**config.mk**
```make
export PLATFORM = sky130hd
export DESIGN_NAME = tgt_bus_seq
export DESIGN_NICKNAME = d
export VERILOG_FILES = /design/src/rtl/tgt_seq_pkg.sv /design/src/rtl/tgt_seq_decode.sv /design/src/rtl/tgt_seq_flags.sv /design/src/rtl/tgt_seq_fsm.sv /design/src/rtl/tgt_bus_seq.sv
export SDC_FILE = /design/constraint.sdc
export NUM_CORES = 1
export LEC_CHECK = 0
export BUFFER_PORTS_ARGS = -buffer_cell sky130_fd_sc_hd__buf_2
export CORE_MARGIN = 3
export CORE_UTILIZATION = 33
export DETAILED_ROUTE_END_ITERATION = 7
export PLACE_DENSITY = 0.83
export SETUP_SLACK_MARGIN = 0.3
export SKIP_LAST_GASP = 1
export SLEW_MARGIN = 20
export SYNTH_ARGS = -nofsm -noshare
export SYNTH_HDL_FRONTEND = slang
export SYNTH_SLANG_ARGS = --single-unit
```
**constraint.sdc**
```tcl
create_clock -name clk -period 1.46 [get_ports clk]
set_clock_uncertainty 0.15 [all_clocks]
set_input_delay 0.292 -clock clk [delete_from_list [all_inputs] [get_ports clk]]
set_output_delay 0.292 -clock clk [all_outputs]
set_load 0.02 [all_outputs]
```
**src/rtl/tgt_seq_pkg.sv**
```systemverilog
package tgt_seq_pkg;

    localparam int DEST_W    = 4;
    localparam int NFLAG     = 4;
    localparam int TYPE_HI   = 31;
    localparam int TYPE_LO   = 30;
    localparam int OP_HI     = 29;
    localparam int OP_LO     = 27;
    localparam int DEST_LSB  = 16;
    localparam int EN_CARRY  = 10;
    localparam int EN_TGT    = 9;
    localparam int EN_ACK    = 6;
    localparam int EN_ATN    = 3;
    localparam logic [1:0] IO_TYPE = 2'b01;

    // flag vector order: [3] carry, [2] target mode, [1] ack, [0] atn
    localparam int F_CARRY = 3;
    localparam int F_TGT   = 2;
    localparam int F_ACK   = 1;
    localparam int F_ATN   = 0;

    typedef enum logic [2:0] {
        OP_RESEL   = 3'b000,
        OP_DISC    = 3'b001,
        OP_WAITSEL = 3'b010,
        OP_SET     = 3'b011,
        OP_CLR     = 3'b100
    } op_e;

    typedef enum logic [1:0] {
        ST_IDLE = 2'd0,
        ST_ARB  = 2'd1,
        ST_WAIT = 2'd2
    } st_e;

    typedef struct packed {
        logic              legal;
        logic [2:0]        op;
        logic [DEST_W-1:0] dest;
        logic [NFLAG-1:0]  mask;
    } dec_t;

endpackage

```
**src/rtl/tgt_seq_decode.sv**
```systemverilog
module tgt_seq_decode
    import tgt_seq_pkg::*;
(
    input  logic [31:0] word,
    output dec_t        dec
);

    logic unused_bits;
    assign unused_bits = ^{word[26:20], word[15:11], word[8:7], word[5:4], word[2:0]};

    always_comb begin
        dec.op             = word[OP_HI:OP_LO];
        dec.legal          = (word[TYPE_HI:TYPE_LO] == IO_TYPE) && (word[OP_HI:OP_LO] <= OP_CLR);
        dec.dest           = word[DEST_LSB +: DEST_W];
        dec.mask           = '0;
        dec.mask[F_CARRY]  = word[EN_CARRY];
        dec.mask[F_TGT]    = word[EN_TGT];
        dec.mask[F_ACK]    = word[EN_ACK];
        dec.mask[F_ATN]    = word[EN_ATN];
    end

endmodule

```
**src/rtl/tgt_seq_flags.sv**
```systemverilog
module tgt_seq_flags #(
    parameter int NF = 4
) (
    input  logic          clk,
    input  logic          rst_n,
    input  logic          apply,
    input  logic          set_mode,
    input  logic [NF-1:0] mask,
    output logic [NF-1:0] flags
);

    for (genvar i = 0; i < NF; i++) begin : g_bit
        always_ff @(posedge clk) begin
            if (!rst_n)
                flags[i] <= 1'b0;
            else if (apply && mask[i])
                flags[i] <= set_mode;
        end
    end

    // flags move only when a set or clear instruction applies them
    a_r8_flags_hold: assert property (@(posedge clk) disable iff (!rst_n)
        !apply |=> $stable(flags));

endmodule

```
**src/rtl/tgt_seq_fsm.sv**
```systemverilog
module tgt_seq_fsm
    import tgt_seq_pkg::*;
(
    input  logic              clk,
    input  logic              rst_n,
    input  logic              instr_valid,
    input  dec_t              dec,
    input  logic [DEST_W-1:0] own_id,
    input  logic              arb_won,
    input  logic              arb_lost,
    input  logic              sel_evt,
    input  logic              resel_evt,
    input  logic              abort_sig,
    output logic              idle,
    output logic              arb_req,
    output logic [DEST_W-1:0] arb_id,
    output logic              resel_req,
    output logic [DEST_W-1:0] resel_dest,
    output logic              release_all,
    output logic              done,
    output logic              next_sel,
    output logic              illegal,
    output logic              flag_apply,
    output logic              flag_set
);

    st_e               state, nxt;
    logic              d_done, d_nsel, d_resel, d_rel, d_ill, cap_dest;
    logic [DEST_W-1:0] dest_q;

    always_comb begin
        nxt        = state;
        d_done     = 1'b0;
        d_nsel     = 1'b0;
        d_resel    = 1'b0;
        d_rel      = 1'b0;
        d_ill      = 1'b0;
        cap_dest   = 1'b0;
        flag_apply = 1'b0;
        flag_set   = 1'b0;
        unique case (state)
            ST_IDLE: begin
                if (instr_valid) begin
                    if (!dec.legal) begin
                        d_ill = 1'b1;
                    end else begin
                        unique case (dec.op)
                            OP_RESEL: begin
                                nxt      = ST_ARB;
                                cap_dest = 1'b1;
                            end
                            OP_DISC: begin
                                d_rel  = 1'b1;
                                d_done = 1'b1;
                            end
                            OP_WAITSEL: nxt = ST_WAIT;
                            OP_SET: begin
                                flag_apply = 1'b1;
                                flag_set   = 1'b1;
                                d_done     = 1'b1;
                            end
                            OP_CLR: begin
                                flag_apply = 1'b1;
                                d_done     = 1'b1;
                            end
                            default: d_ill = 1'b1;
                        endcase
                    end
                end
            end
            ST_ARB: begin
                if (sel_evt || resel_evt) begin
                    nxt    = ST_IDLE;
                    d_done = 1'b1;
                    d_nsel = 1'b1;
                end else if (arb_won) begin
                    nxt     = ST_IDLE;
                    d_done  = 1'b1;
                    d_resel = 1'b1;
                end
            end
            ST_WAIT: begin
                if (abort_sig) begin
                    nxt    = ST_IDLE;
                    d_done = 1'b1;
                    d_nsel = 1'b1;
                end else if (sel_evt) begin
                    nxt    = ST_IDLE;
                    d_done = 1'b1;
                end else if (resel_evt) begin
                    nxt    = ST_IDLE;
                    d_done = 1'b1;
                    d_nsel = 1'b1;
                end
            end
            default: nxt = ST_IDLE;
        endcase
    end

    always_ff @(posedge clk) begin
        if (!rst_n)
            state <= ST_IDLE;
        else
            state <= nxt;
    end

    always_ff @(posedge clk) begin
        if (!rst_n) begin
            done        <= 1'b0;
            next_sel    <= 1'b0;
            resel_req   <= 1'b0;
            release_all <= 1'b0;
            illegal     <= 1'b0;
            dest_q      <= '0;
        end else begin
            done        <= d_done;
            next_sel    <= d_nsel;
            resel_req   <= d_resel;
            release_all <= d_rel;
            illegal     <= d_ill;
            if (cap_dest)
                dest_q <= dec.dest;
        end
    end

    assign idle       = (state == ST_IDLE);
    assign arb_req    = (state == ST_ARB);
    assign arb_id     = arb_req ? own_id : '0;
    assign resel_dest = dest_q;

    // a reselect start always comes with a sequential completion
    a_r4_resel_done: assert property (@(posedge clk) disable iff (!rst_n)
        resel_req |-> (done && !next_sel));

    // release strobe rides on a sequential completion
    a_r6_release_done: assert property (@(posedge clk) disable iff (!rst_n)
        release_all |-> (done && !next_sel));

    // a rejected word never completes and leaves the block idle
    a_r1_illegal_quiet: assert property (@(posedge clk) disable iff (!rst_n)
        illegal |-> (!done && idle));

    // a lost arbitration (or nothing) keeps arbitrating silently
    a_r3_lost_holds: assert property (@(posedge clk) disable iff (!rst_n)
        (state == ST_ARB && !arb_won && !sel_evt && !resel_evt) |=> (arb_req && !done && !illegal));

    // preemption during arbitration goes to the jump address
    a_r5_preempt_jump: assert property (@(posedge clk) disable iff (!rst_n)
        (state == ST_ARB && (sel_evt || resel_evt)) |=> (done && next_sel && !resel_req));

    // the wait holds until some event arrives
    a_r7_wait_holds: assert property (@(posedge clk) disable iff (!rst_n)
        (state == ST_WAIT && !abort_sig && !sel_evt && !resel_evt) |=> (state == ST_WAIT && !done));

    // losing arbitration is used only as an observed input
    a_r3_lost_no_exit: assert property (@(posedge clk) disable iff (!rst_n)
        (state == ST_ARB && arb_lost && !arb_won && !sel_evt && !resel_evt) |=> (state == ST_ARB));

endmodule

```
**src/rtl/tgt_bus_seq.sv**
```systemverilog
module tgt_bus_seq
    import tgt_seq_pkg::*;
(
    input  logic              clk,
    input  logic              rst_n,
    input  logic              instr_valid,
    input  logic [31:0]       instr_word,
    input  logic [DEST_W-1:0] own_id,
    input  logic              arb_won,
    input  logic              arb_lost,
    input  logic              sel_evt,
    input  logic              resel_evt,
    input  logic              abort_sig,
    output logic              idle,
    output logic              arb_req,
    output logic [DEST_W-1:0] arb_id,
    output logic              resel_req,
    output logic [DEST_W-1:0] resel_dest,
    output logic              release_all,
    output logic              done,
    output logic              next_sel,
    output logic              illegal,
    output logic              flag_ack,
    output logic              flag_atn,
    output logic              flag_tgt,
    output logic              flag_carry
);

    dec_t             dec;
    logic             flag_apply, flag_set;
    logic [NFLAG-1:0] flags;

    tgt_seq_decode u_dec (
        .word (instr_word),
        .dec  (dec)
    );

    tgt_seq_fsm u_fsm (
        .clk         (clk),
        .rst_n       (rst_n),
        .instr_valid (instr_valid),
        .dec         (dec),
        .own_id      (own_id),
        .arb_won     (arb_won),
        .arb_lost    (arb_lost),
        .sel_evt     (sel_evt),
        .resel_evt   (resel_evt),
        .abort_sig   (abort_sig),
        .idle        (idle),
        .arb_req     (arb_req),
        .arb_id      (arb_id),
        .resel_req   (resel_req),
        .resel_dest  (resel_dest),
        .release_all (release_all),
        .done        (done),
        .next_sel    (next_sel),
        .illegal     (illegal),
        .flag_apply  (flag_apply),
        .flag_set    (flag_set)
    );

    tgt_seq_flags #(.NF(NFLAG)) u_flags (
        .clk      (clk),
        .rst_n    (rst_n),
        .apply    (flag_apply),
        .set_mode (flag_set),
        .mask     (dec.mask),
        .flags    (flags)
    );

    assign flag_carry = flags[F_CARRY];
    assign flag_tgt   = flags[F_TGT];
    assign flag_ack   = flags[F_ACK];
    assign flag_atn   = flags[F_ATN];

    // arbitration always carries this controller's own ID
    a_r2_arb_id: assert property (@(posedge clk) disable iff (!rst_n)
        arb_req |-> (arb_id == own_id && !idle));

endmodule

```
==> flow_summary.ini, run 1 <==
[run]
drv_cap = 0

[logic_synthesis]
seq_area_frac_synth = 0.418
synth_xor_area_frac = 0
syn_nets = 128
ys_types = 26
synth_top_family_by_area = simple AND/OR/NAND/NOR gates
synth-warning-count = 0
synthesis.area_um2 = 718
ys_ff_latch = 15
yosys.area_share.simple = 0.235
synthMuxAreaShare = 0.0557
synth_compound_area_frac = 0.195
syn_avg_cell_area_um2 = 8.98
syn_inst = 80
synthAdderAreaFrac = 0.0697

[route]
drt_wl_total_um = 2320
vias_per_cell = 5.01
drtIter0Drc = 18
drt_first_pass_iters = 5
via_count = 842
routedWlPerCell_um = 13.8
ant_nets = 0
route.detailed.drc = 0

[die]
die_area_um2 = 2770
fp.dieH_um = 52.7
rows = 16
start_util = 0.359
core_area_um2 = 2000
io_pins = 63
fp.dieW_um = 52.7

[layout]
antenna_cells = 0
syn2layout_area_growth_pct = 96.7
drive_gt1_frac = 0.730
final_util = 0.706
final_nets = 190
stdcell_area_um2 = 1410

[worst_hold_path]
min_path_cells = 2
hold_path.class = in2reg
min_from = instr_word[9]
hold_path_end = u_flags.flags[2]$_SDFFE_PN0P_

[power]
p_leak_nw = 0.652
total_power_mw = 0.797
vdd_drop_max_v = 0.000511
cellPowerDensity_nw_per_um2 = 564

[timing]
maxSlewViolCount = 0
finalCritPeriodShare = 1.09
fin_hold_ws_ns = 0.0620
fmax_ghz = 0.630
rsz0062_at_grt = yes
worstMarginPinSlew_ns = 0.312
finalSetupTns_ns = -1.30
setup_violations = 16
timing.final.hold_violations = 0
fin_ws_ns = -0.128
slew_headroom = 0.791
period_minus_slack_ns = 1.59

[critical_path]
cp.required_ns = 1.02
worstPathArrival_ns = 1.15
reg2reg_setup_slack_ns = -0.12
cp_cell_sequence = inv_4 > ha_4 > and2_4 > buf_6
worst_path_max_delay_cell = dfxtp_2
worstRegToRegCells = 6
cp-start-kind = flop
endpoint_kind = output pin
r2r-start = u_fsm.state[0]$_SDFFE_PN0P_
slowest_delay_ns = 0.36
cp_max_fo = 8
r2r-end = u_flags.flags[0]$_SDFFE_PN0P_
worstSetupPathType = reg2out

[clock_network]
cts.path.max_buffers = 2
cts_tree = built
clock-root-buffer = clkbuf_4
htreeDepth = 1
cts_made_buffers = 3
clk_latency_ns = 0.28
cts.sinks = 15
clk_pin_slew_ns = 0.10

[global_routing]
grt_pass1_vias = 806
antenna_found_initial = 0
grt_use_total = 0.179
grt_pass1_wl_um = 3600
overflow = 0
grt_max_degree = 10

[place]
hpwl_um = 1550
io_buffers = 42
gp_congestion = 0.789
placed_cell_area_um2 = 1020

[status]
outcome = finished with violations
failed_checks = negative setup slack
## cell families after synthesis
| group | after synthesis |
|---|---|
| compound gates | 22 |
| fa+ha+maj | 4 |
| mux | 4 |
| buf+inv | 5 |
| flops | 15 |
| simple gates | 30 |
## layout by cell type, fill, tap and decap left out, types with 2 or more instances in the layout
| master | netlist | layout |
|---|---|---|
| buf_6 | 0 | 23 |
| ha_4 | 0 | 3 |
| nand2_1 | 4 | 4 |
| o21ai_0 | 5 | 4 |
| clkbuf_4 | 0 | 3 |
| buf_4 | 0 | 11 |
| dfxtp_2 | 0 | 14 |
| a21oi_2 | 0 | 3 |
| mux2i_1 | 4 | 4 |
| a21oi_1 | 6 | 2 |
| nor3_1 | 2 | 2 |
| nand3_1 | 4 | 4 |
| nor2b_1 | 2 | 2 |
| a211oi_2 | 0 | 4 |
| and2_4 | 0 | 4 |
| inv_4 | 0 | 2 |
| buf_2 | 0 | 23 |
| nor2_1 | 8 | 8 |
## metrics by stage
| stage | cells | setup slack, ns |
|---|---|---|
| after floorplan | 80 | 0.0102 |
| after global placement | 154 | 0.0279 |
| after detailed placement | 154 | -0.0207 |
| after CTS | 166 | -0.123 |
| after global routing | 168 | -0.180 |
| final | 168 | -0.128 |
## layer usage
| layer | vias up | wire length, µm | track usage |
|---|---|---|---|
| li1 | 410 | - | - |
| met1 | 401 | 883 | 0.199 |
| met2 | 27 | 1290 | 0.324 |
| met3 | 4 | 98 | 0.0171 |
| met4 | 0 | 50 | 0.102 |
| met5 | - | 0 | 0 |
## what timing repair did
item / CTS / global route
hold buffers: 0 / 0
pin swaps: 10 / 9
endpoints found under the hold margin: 0 / 0
buffers inserted: 8 / 2
gates cloned: 0 / 0
endpoints found under the setup margin: 30 / 32
gates resized for setup: 74 / 10
## cell usage after synthesis
cell,n,share of area
mux2i_1,4,0.056
and2_1,4,0.035
and4b_4,1,0.019
a211oi_1,4,0.042
clkinv_1,1,0.0052
nor2_1,8,0.042
nand3_1,4,0.028
o21ai_0,5,0.035
a31oi_1,1,0.0087
a21oi_1,6,0.042
or2_2,1,0.0087
nand2_1,4,0.021
o22ai_1,1,0.0087
nand2b_1,1,0.0087
a31o_2,1,0.012
nor3_1,2,0.014
a21o_1,1,0.010
and3_4,1,0.016
ha_1,4,0.070
a311oi_1,1,0.012
nor2b_1,2,0.017
and2b_1,1,0.010
inv_1,4,0.021
o2bb2ai_1,2,0.024
nand3b_2,1,0.016
dfxtp_1,15,0.42
## worst max-delay path, delay by kind of cell (launching register included)
kind          cells  cell delay, ns
buf+inv           2            0.17
fa+ha+maj         1            0.18
simple gates      1            0.14
flops             1            0.36
## how the worst max path moves through the flow
stage / start / to / slack, ns / cells after the start
2_1_floorplan: u_fsm.state[1]$_SDFFE_PN0P_ / u_fsm.resel_dest[0]$_SDFFE_PN0P_ / 0.01 / 6
3_3_place_gp: u_fsm.state[0]$_SDFFE_PN0P_ / u_fsm.resel_dest[1]$_SDFFE_PN0P_ / 0.03 / 6
3_5_place_dp: u_fsm.state[0]$_SDFFE_PN0P_ / u_flags.flags[3]$_SDFFE_PN0P_ / -0.02 / 6
4_1_cts: u_fsm.state[1]$_SDFFE_PN0P_ / arb_id[0] / -0.12 / 4
5_1_grt: u_fsm.state[0]$_SDFFE_PN0P_ / u_flags.flags[0]$_SDFFE_PN0P_ / -0.18 / 6
6_report: u_fsm.state[1]$_SDFFE_PN0P_ / arb_id[0] / -0.13 / 4
## layout make-up
type,count,area [µm²]
Clock buffer,3,22.5
Clock inverter,1,5.00
Fill cell,147,589
Inverter,5,23.8
Multi-Input combinational cell,60,549
Sequential cell,15,322
Tap cell,27,33.8
Timing Repair Buffer,57,457
## state kept, by name, indices dropped and copies added, names as in the netlist
name	count
u_fsm.done	1
u_fsm.release_all	1
u_fsm.resel_dest	4
u_fsm.state	2
u_fsm.illegal	1
u_fsm.resel_req	1
u_fsm.next_sel	1
u_flags.flags	4
## power by group
group          internal (mW)  switching (mW)
Clock                  0.101           0.139
Sequential             0.413         0.00318
Combinational         0.0672          0.0730
Note: power is estimated with default switching activity, not from simulation.
==> run 2: changes to the inputs <==
Settings changed: ABC_AREA from default to 1, CORE_UTILIZATION 33 to 34.
==> flow_summary.ini, run 2 <==
[status]
outcome = finished with violations
failed_checks = negative setup slack

[route]
drt_wl_total_um = 2700
routedWlPerCell_um = 13.6
route.detailed.drc = 0
drt_first_pass_iters = 4
via_count = 1020
ant_nets = 0
vias_per_cell = 5.15
drtIter0Drc = 27

[critical_path]
cp_max_fo = 6
endpoint_kind = output pin
worstSetupPathType = reg2out
crit_start = u_fsm.state[1]$_SDFFE_PN0P_
r2r-start = u_fsm.state[0]$_SDFFE_PN0P_
cp-start-kind = flop
cp.required_ns = 1.02
worstPathArrival_ns = 1.11

[layout]
stdcell_area_um2 = 1430
drive_gt1_frac = 0.626
nFillCells = 152
multiInputGateArea_um2 = 578
regArea_um2 = 322
syn2layout_area_growth_pct = 79.9
final_common_cell = buf_2
antenna_cells = 0
stdcell_count = 198
final_nets = 220
final_cell_mix = buf_2 (24), buf_6 (21), nor2_1 (14), dfxtp_2 (14), nand2_1 (12)

[logic_synthesis]
syn_inst = 117
ys_ff_latch = 15
async_flop_share = 0
yosysMostFrequentCell = nor2_1
ys_types = 19
ys.flop_type = dfxtp_1
synthesis.area_um2 = 797
synth_top_area_share = 0.377
synth-warning-count = 0
yosysTopAreaCell = dfxtp_1
syn_nets = 165
syn_avg_cell_area_um2 = 6.81
synth_edf_count = 0
ys_top_cells_by_count = nor2_1 (20), nand2_1 (19), inv_1 (18)
synthTopCellsByArea = dfxtp_1 (38%), nor2_1 (9.4%), nand2_1 (8.9%)
seq_area_frac_synth = 0.377

[timing]
timing.final.hold_violations = 0
fmax_ghz = 0.645
fin_ws_ns = -0.0911
fin_hold_ws_ns = 0.0748
worstMarginPinSlew_ns = 0.368
slew_headroom = 0.755
rsz0062_at_grt = yes
finalCritPeriodShare = 1.06
maxSlewViolCount = 0
setup_violations = 9
period_minus_slack_ns = 1.55

[power]
cellPowerDensity_nw_per_um2 = 648
vdd_drop_max_v = 0.000522
p_leak_nw = 0.653

[run]
drv_cap = 0

[global_routing]
overflow = 0
antenna_found_initial = 0
grt_pass1_wl_um = 3860
grt_use_total = 0.179
grt_max_degree = 10
grt_pass1_vias = 954

[place]
place_inst = 184
gp_congestion = 0.813
io_buffers = 42
hpwl_um = 1650
placed_cell_area_um2 = 1070
pre_cts_ws_ns = -0.0395

[worst_hold_path]
hold_path.class = in2reg
min_from = instr_word[18]

[die]
rows = 16
core_area_um2 = 2080
fp.dieH_um = 54.4
die_area_um2 = 2960
fp.dieW_um = 54.4
start_util = 0.383
io_pins = 63

[clock_network]
clock-root-buffer = clkbuf_4
cts_tree = built
htreeDepth = 1
cts.sinks = 15
clk_latency_ns = 0.29
cts_made_buffers = 3
clk_pin_slew_ns = 0.08
cts.path.max_buffers = 2
[run 2: layer usage]
metal  wire [µm]  part of all wire  global-route usage
met5           0                 0                   0
met4          72             0.027              0.0581
met3         195             0.072              0.0518
met2        1490              0.55               0.343
met1         946              0.35               0.184
[run 2: report_power, final]
group / internal (mW) / switching, mW
Combinational: 0.115 / 0.151
Sequential: 0.419 / 0.00777
Clock: 0.106 / 0.129
Total: 0.641 / 0.288
[run 2: logic make-up after synthesis]
kind of cell,after synthesis,synth area share
simple gates,62,0.352
buf+inv,20,0.0957
compound gates,16,0.113
flops,15,0.377
fa+ha+maj,4,0.0628
[run 2: final timing paths]
kind	endpoint	slack [ns]	cells past startpoint
worst max-delay path	arb_id[3]	-0.09	5
worst min-delay path	u_fsm.resel_dest[2]$_SDFFE_PN0P_	0.07	3
worst max register to register	u_flags.flags[0]$_SDFFE_PN0P_	-0.04	7
worst min register to register	u_flags.flags[2]$_SDFFE_PN0P_	0.32	2
[run 2: layout make-up]
class                   count  share of cell area
clock buffers               4              0.0183
inverters                  18              0.0506
multi-input cells          83               0.403
flip-flops and latches     15               0.224
well taps                  27              0.0236
repair buffers             51               0.280
[run 2: what timing repair did]
item                                    in CTS  in global routing
endpoints found under the setup margin      31                 34
endpoints found under the hold margin        0                  0
resized for setup                           68                 16
buffers inserted                             7                  2
gates cloned                                 1                  0
pin swaps                                    9                  7
hold buffers                                 0                  0
[run 2: through the flow]
step           setup TNS (ns)   util  total power, mW
6_report               -0.496  0.689            0.929
5_1_grt                 -1.55  0.689            0.988
4_1_cts                -0.379  0.653            0.900
3_5_place_dp           -0.163  0.515            0.620
3_3_place_gp                0  0.515            0.612
2_1_floorplan               0      -            0.556
[run 2: critical path, stage by stage, from the launching register on]
cell and delay (ns):
dfxtp_2 0.34, inv_2 0.08, ha_4 0.18, nand2_2 0.06, inv_2 0.05, buf_6 0.11
==> run 3: changes to the inputs <==
==> constraint.sdc (replaced) <==
create_clock -name clk -period 1.46 [get_ports clk]
set_clock_uncertainty 0.15 [all_clocks]
set_input_delay 0.073 -clock clk [delete_from_list [all_inputs] [get_ports clk]]
set_output_delay 0.073 -clock clk [all_outputs]
set_load 0.02 [all_outputs]
==> flow_summary.ini, run 3 (same netlist as run 2, synthesis figures left out) <==
[die]
fp.dieH_um = 54.4
die_area_um2 = 2960
fp.dieW_um = 54.4
rows = 16
start_util = 0.383
io_pins = 63
core_area_um2 = 2080

[layout]
final_nets = 233
antenna_cells = 0
drive_gt1_frac = 0.478
final_common_cell = buf_2
final_cell_mix = buf_2 (36), nor2_1 (15), dlygate4sd3_1 (13), dfxtp_1 (13), nand2_1 (12)
syn2layout_area_growth_pct = 78.8
stdcell_count = 211

[global_routing]
antenna_found_initial = 0
grt_use_total = 0.206
overflow = 0
grt_pass1_vias = 1050
grt_pass1_wl_um = 4400
grt_max_degree = 10

[clock_network]
clk_pin_slew_ns = 0.10
htreeDepth = 1
cts.path.max_buffers = 2
cts_made_buffers = 3
clock-root-buffer = clkbuf_4
cts.sinks = 15
clk_latency_ns = 0.29
cts_tree = built

[status]
outcome = finished with violations
failed_checks = negative hold slack

[timing]
fin_hold_ws_ns = -0.00847
slew_headroom = 0.829
finalSetupTns_ns = 0
period_minus_slack_ns = 1.43
worstMarginPinSlew_ns = 0.255
fmax_ghz = 0.700
maxSlewViolCount = 0
setup_violations = 0
rsz0062_at_grt = yes
timing.final.hold_violations = 1
finalCritPeriodShare = 0.979

[place]
hpwl_um = 1730
gp_congestion = 0.765
place_inst = 186
io_buffers = 42

[route]
drt_wl_total_um = 3050
routedWlPerCell_um = 14.5
vias_per_cell = 5.18
drt_first_pass_iters = 4
drtIter0Drc = 49
route.detailed.drc = 0
ant_nets = 0
via_count = 1094

[worst_hold_path]
hold_path.class = in2reg
min_from = instr_word[31]
hold_path_end = u_fsm.release_all$_SDFF_PN0_
min_path_cells = 4

[critical_path]
cp-start-kind = flop
cp.required_ns = 1.50
r2r-end = u_fsm.done$_SDFF_PN0_
endpoint_kind = flop
reg2reg_setup_slack_ns = 0.03
worstRegToRegCells = 7
worstSetupPathType = reg2reg
r2r-start = u_fsm.state[0]$_SDFFE_PN0P_
cp_max_fo = 6
worstPathArrival_ns = 1.47

[power]
cellPowerDensity_nw_per_um2 = 678
p_leak_nw = 0.685
vdd_drop_max_v = 0.000600

[run]
drv_cap = 0
## run 3: changes by cell type in the layout (fill, tap and decap cells not counted), moves of 11 or more
cell	before	now
buf_2	24	36
dfxtp_2	14	1
dfxtp_1	0	13
buf_6	21	10
dlygate4sd3_1	0	13
## run 3: layout make-up
class | count | area [µm²]
Clock buffer | 4 | 26.3
Fill cell | 155 | 657
Inverter | 18 | 72.6
Multi-Input combinational cell | 83 | 527
Sequential cell | 15 | 305
Tap cell | 27 | 33.8
Timing Repair Buffer | 64 | 460
## run 3: metal layers
layer	up-vias	global-route usage	wire, µm
met5	-	0	0
met2	64	0.380	1600
met4	0	0.116	87
met1	508	0.218	1140
li1	510	-	-
met3	12	0.0354	217
## run 3: report_power, final
| part | internal, mW | switching [mW] | total [mW] | leakage, nW |
|---|---|---|---|---|
| Sequential | 0.418 | 0.00568 | 0.423 | 0.123 |
| Combinational | 0.131 | 0.157 | 0.289 | 0.547 |
| Clock | 0.106 | 0.147 | 0.254 | 0.0150 |
| Total | 0.656 | 0.310 | 0.966 | 0.685 |
## run 3: worst max-delay path by stage
stage / cells past startpoint / startpoint / slack (ns) / endpoint
floorplan: 7 / u_fsm.state[1]$_SDFFE_PN0P_ / 0.10 / u_flags.flags[0]$_SDFFE_PN0P_
global placement: 7 / u_fsm.state[1]$_SDFFE_PN0P_ / 0.08 / u_flags.flags[2]$_SDFFE_PN0P_
detailed placement: 7 / u_fsm.state[1]$_SDFFE_PN0P_ / -0.008 / u_fsm.resel_dest[1]$_SDFFE_PN0P_
CTS: 7 / u_fsm.state[1]$_SDFFE_PN0P_ / 0.06 / u_fsm.resel_dest[3]$_SDFFE_PN0P_
global route: 7 / u_fsm.state[0]$_SDFFE_PN0P_ / -0.05 / u_flags.flags[0]$_SDFFE_PN0P_
finish: 7 / u_fsm.state[0]$_SDFFE_PN0P_ / 0.03 / u_fsm.done$_SDFF_PN0_
## run 3: worst max-delay path: stages, from the launching register on
cell and delay (ns):
dfxtp_2 0.35, buf_6 0.12, ha_4 0.19, buf_6 0.13, o21ai_0 0.06, nand2_1 0.09, a21oi_1 0.16, nor3_1 0.06
## run 3: metrics by stage
step | area, µm² | util | setup WS [ns] | power, mW
floorplan | 850 | - | 0.102 | 0.557
CTS | 1370 | 0.659 | 0.0617 | 0.920
global placement | 1090 | 0.523 | 0.0832 | 0.617
global route | 1430 | 0.684 | -0.0535 | 0.998
detailed placement | 1090 | 0.523 | -0.00799 | 0.626
finish | 1430 | 0.684 | 0.0306 | 0.966
## run 3: what timing repair did
item / 4_1_cts / 5_1_grt
endpoints found under the setup margin: 18 / 21
setup buffers: 6 / 1
endpoints found under the hold margin: 13 / 7
hold buffers: 11 / 2
resized for setup: 30 / 14
pin swaps: 10 / 7
cloned: 1 / 0
